[config.mk]
export PLATFORM = sky130hd
export DESIGN_NAME = ret_addr_stack
export DESIGN_NICKNAME = d
export VERILOG_FILES = /design/src/rtl/rstack_pkg.sv /design/src/rtl/rstack_cmd_decode.sv /design/src/rtl/rstack_store.sv /design/src/rtl/ret_addr_stack.sv
export SDC_FILE = /design/constraint.sdc
export NUM_CORES = 1
export LEC_CHECK = 0
export ABC_AREA = 1
export ABC_CLOCK_PERIOD_IN_PS = 5720
export CORE_MARGIN = 2
export CORE_UTILIZATION = 55
export CTS_BUF_LIST = sky130_fd_sc_hd__clkbuf_2
export DETAILED_ROUTE_END_ITERATION = 7
export MAX_ROUTING_LAYER = met4
export PLACE_DENSITY = 0.74
export SLEW_MARGIN = 40
export SYNTH_ARGS = -nofsm -noshare
export SYNTH_HDL_FRONTEND = slang
export SYNTH_SLANG_ARGS = --single-unit
[constraint.sdc]
create_clock -name clk_i -period 5.72 [get_ports clk_i]
set_clock_uncertainty 0.1 [all_clocks]
set_input_delay 1.144 -clock clk_i [delete_from_list [all_inputs] [get_ports clk_i]]
set_output_delay 1.144 -clock clk_i [all_outputs]
set_load 0.02 [all_outputs]
[src/rtl/rstack_pkg.sv]
package rstack_pkg;
  typedef enum logic [2:0] {
    TAG_NULL  = 3'd0,
    TAG_ADDR  = 3'd1,
    TAG_VALUE = 3'd2,
    TAG_INSTR = 3'd3,
    TAG_REF   = 3'd4
  } tag_e;

  typedef enum logic [2:0] {
    FLT_NONE  = 3'd0,
    FLT_OVER  = 3'd1,
    FLT_UNDER = 3'd2,
    FLT_TAG   = 3'd3,
    FLT_MULTI = 3'd4
  } fault_e;

  typedef enum logic [1:0] {
    OP_NONE = 2'd0,
    OP_PUSH = 2'd1,
    OP_POP  = 2'd2
  } op_e;
endpackage

[src/rtl/rstack_cmd_decode.sv]
module rstack_cmd_decode
  import rstack_pkg::*;
(
  input  logic       call_i,
  input  logic       ret_i,
  input  logic       push_i,
  input  logic       pop_i,
  input  logic [2:0] tag_i,
  input  logic       full_i,
  input  logic       empty_i,
  output op_e        op_o,
  output fault_e     fault_o
);
  logic [2:0] n_strobe;

  assign n_strobe = {2'b0, call_i} + {2'b0, ret_i} + {2'b0, push_i} + {2'b0, pop_i};

  always_comb begin
    op_o    = OP_NONE;
    fault_o = FLT_NONE;
    if (n_strobe > 3'd1) begin
      fault_o = FLT_MULTI;
    end else if (push_i) begin
      // tag is checked before occupancy
      if (tag_i != TAG_ADDR) fault_o = FLT_TAG;
      else if (full_i)       fault_o = FLT_OVER;
      else                   op_o    = OP_PUSH;
    end else if (call_i) begin
      if (full_i) fault_o = FLT_OVER;
      else        op_o    = OP_PUSH;
    end else if (ret_i || pop_i) begin
      if (empty_i) fault_o = FLT_UNDER;
      else         op_o    = OP_POP;
    end
  end
endmodule

[src/rtl/rstack_store.sv]
module rstack_store #(
  parameter int DATA_W = 32,
  parameter int DEPTH  = 16,
  localparam int CW    = $clog2(DEPTH + 1),
  localparam int PW    = $clog2(DEPTH)
) (
  input  logic              clk_i,
  input  logic              rst_ni,
  input  logic              push_i,
  input  logic              pop_i,
  input  logic [DATA_W-1:0] wdata_i,
  output logic [DATA_W-1:0] rdata_o,
  output logic              rvalid_o,
  output logic [CW-1:0]     count_o,
  output logic              full_o,
  output logic              empty_o
);
  logic [DATA_W-1:0] mem_q [DEPTH];
  logic [CW-1:0]     count_q;
  logic [CW-1:0]     top_idx;
  logic [PW-1:0]     wr_ptr;
  logic [PW-1:0]     rd_ptr;

  assign top_idx = count_q - CW'(1);
  assign wr_ptr  = count_q[PW-1:0];
  assign rd_ptr  = top_idx[PW-1:0];
  assign full_o  = (count_q == CW'(DEPTH));
  assign empty_o = (count_q == '0);
  assign count_o = count_q;

  for (genvar g = 0; g < DEPTH; g++) begin : g_entry
    always_ff @(posedge clk_i) begin
      if (push_i && wr_ptr == PW'(g)) mem_q[g] <= wdata_i;
    end
  end

  always_ff @(posedge clk_i or negedge rst_ni) begin
    if (!rst_ni) begin
      count_q  <= '0;
      rdata_o  <= '0;
      rvalid_o <= 1'b0;
    end else begin
      rvalid_o <= pop_i;
      if (push_i) begin
        count_q <= count_q + CW'(1);
      end else if (pop_i) begin
        count_q <= top_idx;
        rdata_o <= mem_q[rd_ptr];
      end
    end
  end

  AST_NO_OVERFLOW: assert property (@(posedge clk_i) disable iff (!rst_ni)
    count_q <= CW'(DEPTH));
  AST_NO_PUSH_FULL: assert property (@(posedge clk_i) disable iff (!rst_ni)
    push_i |-> !full_o);
  AST_NO_POP_EMPTY: assert property (@(posedge clk_i) disable iff (!rst_ni)
    pop_i |-> !empty_o);
  AST_PUSH_GROWS: assert property (@(posedge clk_i) disable iff (!rst_ni)
    push_i |=> count_q == $past(count_q) + CW'(1));
  AST_POP_VALID: assert property (@(posedge clk_i) disable iff (!rst_ni)
    pop_i |=> rvalid_o);
endmodule

[src/rtl/ret_addr_stack.sv]
module ret_addr_stack
  import rstack_pkg::*;
#(
  parameter int DATA_W = 32,
  parameter int DEPTH  = 16,
  localparam int CW    = $clog2(DEPTH + 1)
) (
  input  logic              clk_i,
  input  logic              rst_ni,
  input  logic              call_i,
  input  logic              ret_i,
  input  logic              push_i,
  input  logic              pop_i,
  input  logic [DATA_W-1:0] data_i,
  input  logic [2:0]        tag_i,
  output logic [DATA_W-1:0] target_o,
  output logic              target_valid_o,
  output logic              fault_o,
  output logic [2:0]        fault_kind_o
);
  op_e           op;
  fault_e        flt;
  logic          full, empty;
  logic [CW-1:0] count;

  rstack_cmd_decode u_dec (
    .call_i  (call_i),
    .ret_i   (ret_i),
    .push_i  (push_i),
    .pop_i   (pop_i),
    .tag_i   (tag_i),
    .full_i  (full),
    .empty_i (empty),
    .op_o    (op),
    .fault_o (flt)
  );

  rstack_store #(.DATA_W(DATA_W), .DEPTH(DEPTH)) u_store (
    .clk_i    (clk_i),
    .rst_ni   (rst_ni),
    .push_i   (op == OP_PUSH),
    .pop_i    (op == OP_POP),
    .wdata_i  (data_i),
    .rdata_o  (target_o),
    .rvalid_o (target_valid_o),
    .count_o  (count),
    .full_o   (full),
    .empty_o  (empty)
  );

  always_ff @(posedge clk_i or negedge rst_ni) begin
    if (!rst_ni) begin
      fault_o      <= 1'b0;
      fault_kind_o <= FLT_NONE;
    end else begin
      fault_o      <= (flt != FLT_NONE);
      fault_kind_o <= flt;
    end
  end

  AST_FAULT_FREEZE: assert property (@(posedge clk_i) disable iff (!rst_ni)
    fault_o |-> $stable(count));
  AST_FAULT_NO_TARGET: assert property (@(posedge clk_i) disable iff (!rst_ni)
    fault_o |-> !target_valid_o);
  AST_MULTI_CMD: assert property (@(posedge clk_i) disable iff (!rst_ni)
    ((call_i && ret_i) || (push_i && pop_i)) |=> fault_kind_o == FLT_MULTI);
  AST_TAG_GUARD: assert property (@(posedge clk_i) disable iff (!rst_ni)
    (push_i && !call_i && !ret_i && !pop_i && tag_i != TAG_ADDR)
      |=> fault_kind_o == FLT_TAG && $stable(count));
  AST_FULL_CALL: assert property (@(posedge clk_i) disable iff (!rst_ni)
    (call_i && !ret_i && !push_i && !pop_i && full) |=> fault_kind_o == FLT_OVER);
endmodule

Yosys cells after proc, flatten, opt, wreduce, memory -nomap -nowiden
Memories as Yosys holds them, arrays and structs flattened. A register that Yosys moved wholly into a read port is not among the register bits.
Cells that the tools add are included.
Storage, ports and cells
  memory bits (read-only): 0
  logic and storage cells: 162
  bits in writable memories: 512
  latch bits: 0
  input bits: 41
  register bits: 10
  output and inout bits: 37
  memories: 1
Memory list
  u_store.mem_q: words 16, width 32, rd ports 1, clocked after memory_dff 1, write ports 1, RTL line rstack_store.sv:18  | logic [DATA_W-1:0] mem_q [DEPTH];
Cells by class
  equality and inequality tests: 19
  divide/modulo/power cells: 0
  shift operators: 0
  $add $sub $neg: 5
  magnitude comparators: 1
  reduce and logical (&&, ||, !) cells: 38
  mux-type cells: 93
  multipliers: 0
  bitwise logic cells: 1
Operators by type and width (count)
  2-to-1 mux 32 bit: 15
  OR reduction 32 bit: 15
  2-to-1 mux 4 bit: 15
  2-to-1 mux 1 bit: 49
  == test 4 bit (second input constant): 8
  == test 4 x 3 -> 1 bit (second input constant): 4
  logical AND 1 bit: 16
  2-to-1 mux 3 bit: 5
  2-to-1 mux 2 bit: 7
  2-to-1 mux 5 bit: 2
  == test 4 x 2 -> 1 bit (second input constant): 2
  adder 3 x 1 -> 3 bit: 2
  adder 5 x 1 -> 5 bit (second input constant): 1
  == test 5 bit (second input constant): 1
  logical NOT 5 bit: 1
  subtractor 5 x 1 -> 5 bit (second input constant): 1
  == test 4 x 1 -> 1 bit (second input constant): 1
  logical NOT 4 bit: 1
  > comparator 3 x 1 -> 1 bit (second input constant): 1
  inequality test 3 x 1 -> 1 bit (second input constant): 1
  nonzero test 3 bit: 1
  adder 1 x 1 -> 2 bit: 1
  == test 2 x 1 -> 1 bit (second input constant): 1
  == test 2 bit (second input constant): 1
  5 further kinds: 5

Longest topological paths before layout
Gate-level depths: netlist of the first run.
  depth in word-level cells: 26
  mapped depth: 15
  gate-level depth less buffers: 13

Modules after synthesis
From an unflattened synthesis of the first run, not the netlist that was laid out.
Unflattened totals
  cell total of the unflattened synthesis: 1914
  area, all modules: 22476.6 sq um
Modules (own cells, without submodules)
  rstack_store: sequential area each 16325.7 sq um, cells each 1881, instances 1, area an instance 22231.3 sq um
  ret_addr_stack: sequential area each 100.1 sq um, cells each 11, instances 1, area an instance 126.4 sq um
  rstack_cmd_decode: sequential area each 0.0 sq um, cells each 22, instances 1, area an instance 118.9 sq um

Worst setup path after synthesis of the first run
No wires, ideal clock.
  kind: input to register
  from: in call_i
  to: reg u_store.count_q[4] (netlist: u_store.count_o[4])
  data required time: 5.487 ns
  slack: 0.879 ns
  library setup time: 0.133 ns
  path buffers: 1
  data arrival time: 4.609 ns
  stages on the path: 13
  cells stage by stage: ha_1 -> ha_1 -> nand2_1 -> nand3_1 -> nor2_1 -> inv_1 -> nor2_1 -> ha_1 -> clkbuf_1 -> nand2_1 -> nor2_1 -> o21ai_0 -> xor2_1
Between the ends
  cells in the longest elaborated chain, start to end: 7
  elaborated cells between the ends (all ways): 11
  those cells by class: add/sub: 3; order compare: 1; eq/ne: 2; mux: 4; reduce/logical: 1
RTL lines
  start, declared: RTL line ret_addr_stack.sv:10  | input logic call_i,
  adder 1 x 1 -> 2 bit: RTL line rstack_cmd_decode.sv:16  | assign n_strobe = {2'b0, call_i} + {2'b0, ret_i} + {2'b0, push_i} + {2'b0, pop_i};
  adder 3 x 1 -> 3 bit (2 in a row): RTL line rstack_cmd_decode.sv:16
  > comparator 3 x 1 -> 1 bit: RTL line rstack_cmd_decode.sv:21  | if (n_strobe > 3'd1) begin
  2-to-1 mux 2 bit (*): RTL line rstack_cmd_decode.sv:21
  == test 2 x 1 -> 1 bit / == test 2 bit (equally long branches): RTL line ret_addr_stack.sv:41, ret_addr_stack.sv:42
  2-to-1 mux 5 bit / nonzero test 2 bit (equally long branches)
  end signal, assigned: RTL line rstack_store.sv:45  | count_q <= count_q + CW'(1);
  end signal, assigned: RTL line rstack_store.sv:47  | count_q <= top_idx;
  end, declared: RTL line rstack_store.sv:19  | logic [CW-1:0] count_q;
Mark *: on every way between the ends. The rest lies on a longest branch, timed or not.
A chain may end at the register's enable or synchronous reset.

Worst setup path in the final report of the first run
  from: reg u_store.count_q[0] (netlist: u_store.count_o[0])
  to: mem u_store.mem_q[11][26], enable pin
Between the ends
  cells in the longest elaborated chain, start to end: 26
  elaborated cells between the ends (all ways): 119
  those cells by class: eq/ne: 17; mux: 69; reduce/logical: 33
RTL lines
  logical NOT 5 bit: RTL line rstack_store.sv:28  | assign empty_o = (count_q == '0);
  2-to-1 mux 2 bit: RTL line rstack_cmd_decode.sv:32  | if (empty_i) fault_o = FLT_UNDER;
  2-to-1 mux 2 bit: RTL line rstack_cmd_decode.sv:31  | end else if (ret_i || pop_i) begin
  2-to-1 mux 2 bit: RTL line rstack_cmd_decode.sv:28  | end else if (call_i) begin
  2-to-1 mux 2 bit: RTL line rstack_cmd_decode.sv:23  | end else if (push_i) begin
  2-to-1 mux 2 bit: RTL line rstack_cmd_decode.sv:21
  == test 2 x 1 -> 1 bit: RTL line ret_addr_stack.sv:41  | .push_i (op == OP_PUSH),
  logical AND 1 bit: RTL line rstack_store.sv:33  | if (push_i && wr_ptr == PW'(g)) mem_q[g] <= wdata_i;
  2-to-1 mux 1 bit: RTL line rstack_store.sv:33
  2-to-1 mux 1 bit (implied by the code): RTL line rstack_store.sv:33
  OR reduction 32 bit (no source line)
  2-to-1 mux 4 bit (no source line) / 2-to-1 mux 1 bit (equally long branches) (15 in a row)
  end, declared: RTL line rstack_store.sv:18
Several ways; a longest one is shown, not always the timed one.

==> results of run 1 <==
[stage by stage]
step                      hold slack, ps  utilization
after floorplan                      417            -
after global placement               368        0.592
after detailed placement             366        0.593
after CTS                           41.0        0.623
after global routing                79.2        0.623
final                                117        0.623
[flip-flops by register name, indices dropped and copies added (netlist names)]
name / count
u_store.rdata_o: 32
u_store.mem_q: 512
u_store.count_o: 5
u_store.rvalid_o: 1
fault_o: 1
fault_kind_o: 3
[final cells by class]
class	instances	area (sq um)	share of cell area
Timing Repair Buffer	108	1120	0.0451
Inverter	22	92.6	0.00372
Tap cell	525	657	0.0264
Multi-Input combinational cell	1222	5390	0.216
Antenna cell	1	2.50	0.000101
Clock buffer	192	961	0.0386
Clock inverter	33	230	0.00925
Sequential cell	554	16400	0.660
[logic make-up (layout without fill, tap and decap cells)]
kind of cell,Yosys count,after routing,synth area share
and+or+nand+nor,1200,1200,0.224
DFF,554,554,0.736
buffers and inverters,133,355,0.0298
adders and majority gates,9,9,0.00504
AOI/OAI and AO/OA,7,7,0.00190
xor gates and xnor gates,6,6,0.00319
other,0,1,0
[cells in the mapped netlist]
cell type,count,area share
a21oi_1,1,0.00022
buf_1,15,0.0025
buf_2,66,0.015
buf_4,3,0.0010
buf_6,9,0.0045
clkbuf_1,18,0.0030
dfrtp_1,42,0.047
edfxtp_1,512,0.69
ha_1,9,0.0050
inv_1,19,0.0032
inv_2,1,0.00017
inv_4,2,0.00056
nand2_1,786,0.13
nand3_1,389,0.087
nand3_4,1,0.00078
nand4_1,1,0.00028
nor2_1,22,0.0037
o21a_1,2,0.00067
o21ai_0,3,0.00067
o31ai_1,1,0.00034
or2_2,1,0.00028
xnor2_1,1,0.00039
xor2_1,4,0.0016
xor2_4,1,0.0012
[routing by layer]
metal / global-route usage / part of all wire / vias to the layer above
li1: - / - / 6924
met1: 0.400 / 0.43 / 7254
met2: 0.389 / 0.44 / 930
met3: 0.0611 / 0.11 / 84
met4: 0.0930 / 0.017 / 0
met5: - / 0 / -
[power by group through the flow]
stage	Clock (uW)	Sequential [uW]	Combinational, uW
5_1_grt	2800	4880	6150
3_3_place_gp	0	4940	5470
6_report	2550	4850	5640
4_1_cts	2600	4850	5560
3_5_place_dp	0	4940	5540
2_1_floorplan	0	4970	3600
[worst max path at each step]
stage | slack, ps | depth (start not counted) | end | from
final | 1640 | 9 | u_store.mem_q[11][26] | u_store.count_o[0]
after global placement | 1100 | 12 | u_store.mem_q[11][20] | call_i
after detailed placement | 960 | 12 | u_store.mem_q[11][23] | call_i
after floorplan | 880 | 13 | u_store.count_o[4] | call_i
after global routing | 1450 | 9 | u_store.mem_q[11][0] | u_store.count_o[0]
after CTS | 1710 | 9 | u_store.mem_q[11][0] | u_store.count_o[0]
[worst max-delay path, stage by stage (launching register included)]
cell and delay [ps]:
dfrtp_4 890, inv_6 430, ha_4 330, nand3_1 90, nand2_1 70, nor2_1 140
ha_1 370, nand2_1 370, nor2_4 500, buf_4 350
==> out/results.ini, run 1 <==
[grt]
grt_pass1_wl_mm=83.9
antenna_found_initial=1
grt_pass1_vias=14600
gr-total-overflow=0
grt_max_degree=205
gr-usage-all-layers=0.276

[route]
via_count=15200
drtPass1Iterations=7
finalWirelength_mm=55.1
drcViolationCount=2
initialDrtViolationCount=2046
detail_route.wl_per_cell_microns=20.7
drtAntennaViolNets=0
vias_per_cell=5.72

[clocking]
cts_buffers=132
cts_num_sinks=554
clk_pin_slew_ps=110
htree_levels=4
cts_setup_buffers=0
worstSkewPairLatency_ps=1060
cts.repair.resized=0
cts_hold_buf=0
cts_tree=yes
cts_buffer_depth=3
clockRootBuffer=clkbuf_2

[pwr]
power_frac_comb=0.432
max-vdd-ir-drop_mv=0.605
power.leakage_uw=0.00955
p_switching_uw=5700
p_total_uw=13000
intPower_uw=7350
clock_power_share=0.196
power_frac_seq=0.372
powerDensity_nw_per_um2=525
netSwitchingFraction=0.437

[sta]
setup_viol=0
fin_crit_sh=0.713
hold_violations=0
slew_violations=0
max_freq_mhz=245
finalCriticalPeriod_ps=4080
slew_headroom=0.431
setup-tns-final_ps=0
fin_ws_ps=1640
grt_setup_unrepaired=no
tightest_slew_ps=851

[critical_path]
critical_path_class=flip-flop to flip-flop
r2r-start=u_store.count_o[0]
r2r_cells=9
cp.arrival_ps=4680
endpoint_kind=flip-flop
r2r_slack_ps=1640
critPathRequiredTime_ps=6320
start_kind=flip-flop
r2r_end=u_store.mem_q[11][26]
critPathMaxFanout=90

[place]
place_inst=2430
place.gp.congestion=0.858
dp_hpwl_mm=31.6
dpl-instance-area_sq_um=23700
portBuffers=77
preCtsSetupSlack_ps=956

[yosys]
synth-warning-count=0
mappedNetlistNets=1959
syn_area_sq_um=22300
syn_area_per_cell_sq_um=11.7
synth_seq_cells=554
yosysSeqAreaShare=0.736
netlist_instances=1909
ys_types=24

[flow_run]
cap_violations=0

[finish]
fin_area_sq_um=24900
finalNonFillerCells=2657
area_delta_synth_final_pct=11.4
nets=2090
layout_commonest_cell=nand2_1
final_cell_mix=nand2_1, edfxtp_1, nand3_1, clkbuf_2, clkdlybuf4s50_1
fillCellCount=3056
drive_gt1_frac=0.124

[floorplan]
die_w_microns=205
io_pins=78
die_area_sq_um=42200
rows=73
initial_core_util=0.559
core_area_sq_um=39900
die_h_microns=205

[status]
violations=DRC
status=finished, violations left

[min_path]
hold_class=primary input to async pin

(Power assumes the default switching activity.)
==> run 2: changes to the inputs <==
ABC_CLOCK_PERIOD_IN_PS = 3400   (was 5720)
PLACE_DENSITY = 0.77   (was 0.74)
clock period = 3.4 ns   (was 5.72 ns; I/O delays follow)
==> run 2 against run 1 <==
The run still ends with DRC left. Hold slack gained 250 ps. First-iteration DRC count grew 7.5%. Global-route usage up 0.32 points. Largest power group unchanged. Highest routed layer unchanged.
==> out/results.ini, run 2 (synthesis gave the netlist of run 1 again) <==
[status]
status=finished, violations left
violations=DRC

[sta]
finalCriticalPeriod_ps=2870
fin_ws_ps=532
tightest_slew_ps=874
fin_crit_sh=0.844
setup_viol=0
hold_ws_ps=365
slew_headroom=0.415
grt_setup_unrepaired=no
hold_violations=0
max_freq_mhz=349
slew_violations=0

[critical_path]
cp.arrival_ps=2090
cpMaxStageDelayCell=clkdlybuf4s50_1
r2r-start=u_store.count_o[1]
max_stage_delay_ps=620
critPathRequiredTime_ps=2620
startpoint=u_store.rdata_o[29]
timing.critical_path.buf_inv=1
path_delay_family=buffers and inverters
crit_chain=clkdlybuf4s50_1
critical_path_class=flip-flop to output pin
endpoint_kind=output pin
critPathMaxFanout=2
start_kind=flip-flop

[route]
initialDrtViolationCount=2199
vias_per_cell=5.73
detail_route.wl_per_cell_microns=20.5
finalWirelength_mm=55.7
drtAntennaViolNets=0
via_count=15500
drtPass1Iterations=8
drcViolationCount=1

[floorplan]
io_pins=78
die_h_microns=205
core_area_sq_um=39900
die_w_microns=205
rows=73
die_area_sq_um=42200
initial_core_util=0.559

[finish]
fin_area_sq_um=25600
fillCellCount=2921
multiInputGateArea_sq_um=5380
nets=2135
area_delta_synth_final_pct=14.8
drive_gt1_frac=0.143
layout_commonest_cell=nand2_1
final_core_utilization=0.642
regArea_sq_um=16400
largest_reg_flops=512
final_cell_mix=nand2_1, edfxtp_1, nand3_1, clkbuf_2, clkdlybuf4s50_1
regMostFlops=u_store.mem_q

[min_path]
hold_class=primary input to flip-flop
hp-start=push_i

[place]
place.gp.congestion=0.918
preCtsSetupSlack_ps=-341
dp_hpwl_mm=33.9
dpl-instance-area_sq_um=24300
portBuffers=77

[grt]
gr-total-overflow=0
grt_pass1_wl_mm=84.3
gr-usage-all-layers=0.279
antenna_found_initial=3
grt_pass1_vias=15000
grt_max_degree=137

[clocking]
cts_setup_buffers=0
cts.repair.resized=0
worstSkewPairLatency_ps=1080
cts_tree=yes
clk_pin_slew_ps=120
cts_num_sinks=554
htree_levels=4
cts_buffers=137
cts_buffer_depth=3
clockRootBuffer=clkbuf_2
cts_hold_buf=3

[flow_run]
cap_violations=0

[pwr]
power.leakage_uw=0.00988
powerDensity_nw_per_um2=863
max-vdd-ir-drop_mv=0.969

[run 2: cell count changes in the layout (fill, tap and decap cells not counted)]
cell	before	now
clkdlybuf4s50_1	75	74
ha_2	0	1
inv_2	8	7
buf_16	1	0
diode_2	1	4
clkinv_2	1	4
dlygate4sd3_1	0	4
buf_4	20	25
buf_12	8	41
clkbuf_2	192	201
bufinv_16	4	3
ha_4	2	1
clkinv_1	21	26
[run 2: routing by layer]
metal / vias up / GRT usage / part of all wire
li1: 7047 / - / -
met1: 7484 / 0.376 / 0.39
met2: 909 / 0.411 / 0.47
met3: 109 / 0.0729 / 0.12
met4: 0 / 0.103 / 0.024
met5: - / - / 0
[run 2: power by group]
part,total (uW),internal (uW),switching (uW),leakage [uW]
registers,8060,7860,197,0.00514
clock network,4340,1800,2540,0.000959
logic,9700,2850,6850,0.00378
total,22100,12500,9590,0.00988
[run 2: area by class of cell]
cell class / instances / share of cell area
Antenna cell: 4 / 0.000391
Clock buffer: 201 / 0.0393
Clock inverter: 39 / 0.00898
Inverter: 22 / 0.00361
Multi-Input combinational cell: 1222 / 0.210
Sequential cell: 554 / 0.641
Tap cell: 525 / 0.0256
Timing Repair Buffer: 148 / 0.0711
[run 2: final timing paths]
kind	to	slack, ps	depth (start not counted)
setup / recovery	target_o[29]	530	1
hold / removal	fault_kind_o[2]	370	4
setup reg to reg	u_store.mem_q[10][27]	640	10
hold reg to reg	u_store.rdata_o[31]	390	2
max in group asynchronous	u_store.count_o[0]	2180	4
min in group asynchronous	u_store.rdata_o[23]	530	3
[run 2: metrics by stage]
stage          power (uW)  setup TNS [ps]  cells
2_1_floorplan       14500          -99020   1909
3_3_place_gp        17500         -134250   2466
3_5_place_dp        17700         -147880   2466
4_1_cts             22100               0   2709
5_1_grt             23400               0   2714
6_report            22100               0   2715
[run 2: worst register-to-register path: stages (launching register included)]
cell and delay (ps):
dfrtp_1 490, inv_1 200, ha_4 220, nand3_1 120, nand2_1 90, nor2_1 160
ha_1 360, nand2_1 130, buf_4 190, nor2_4 180, buf_12 190
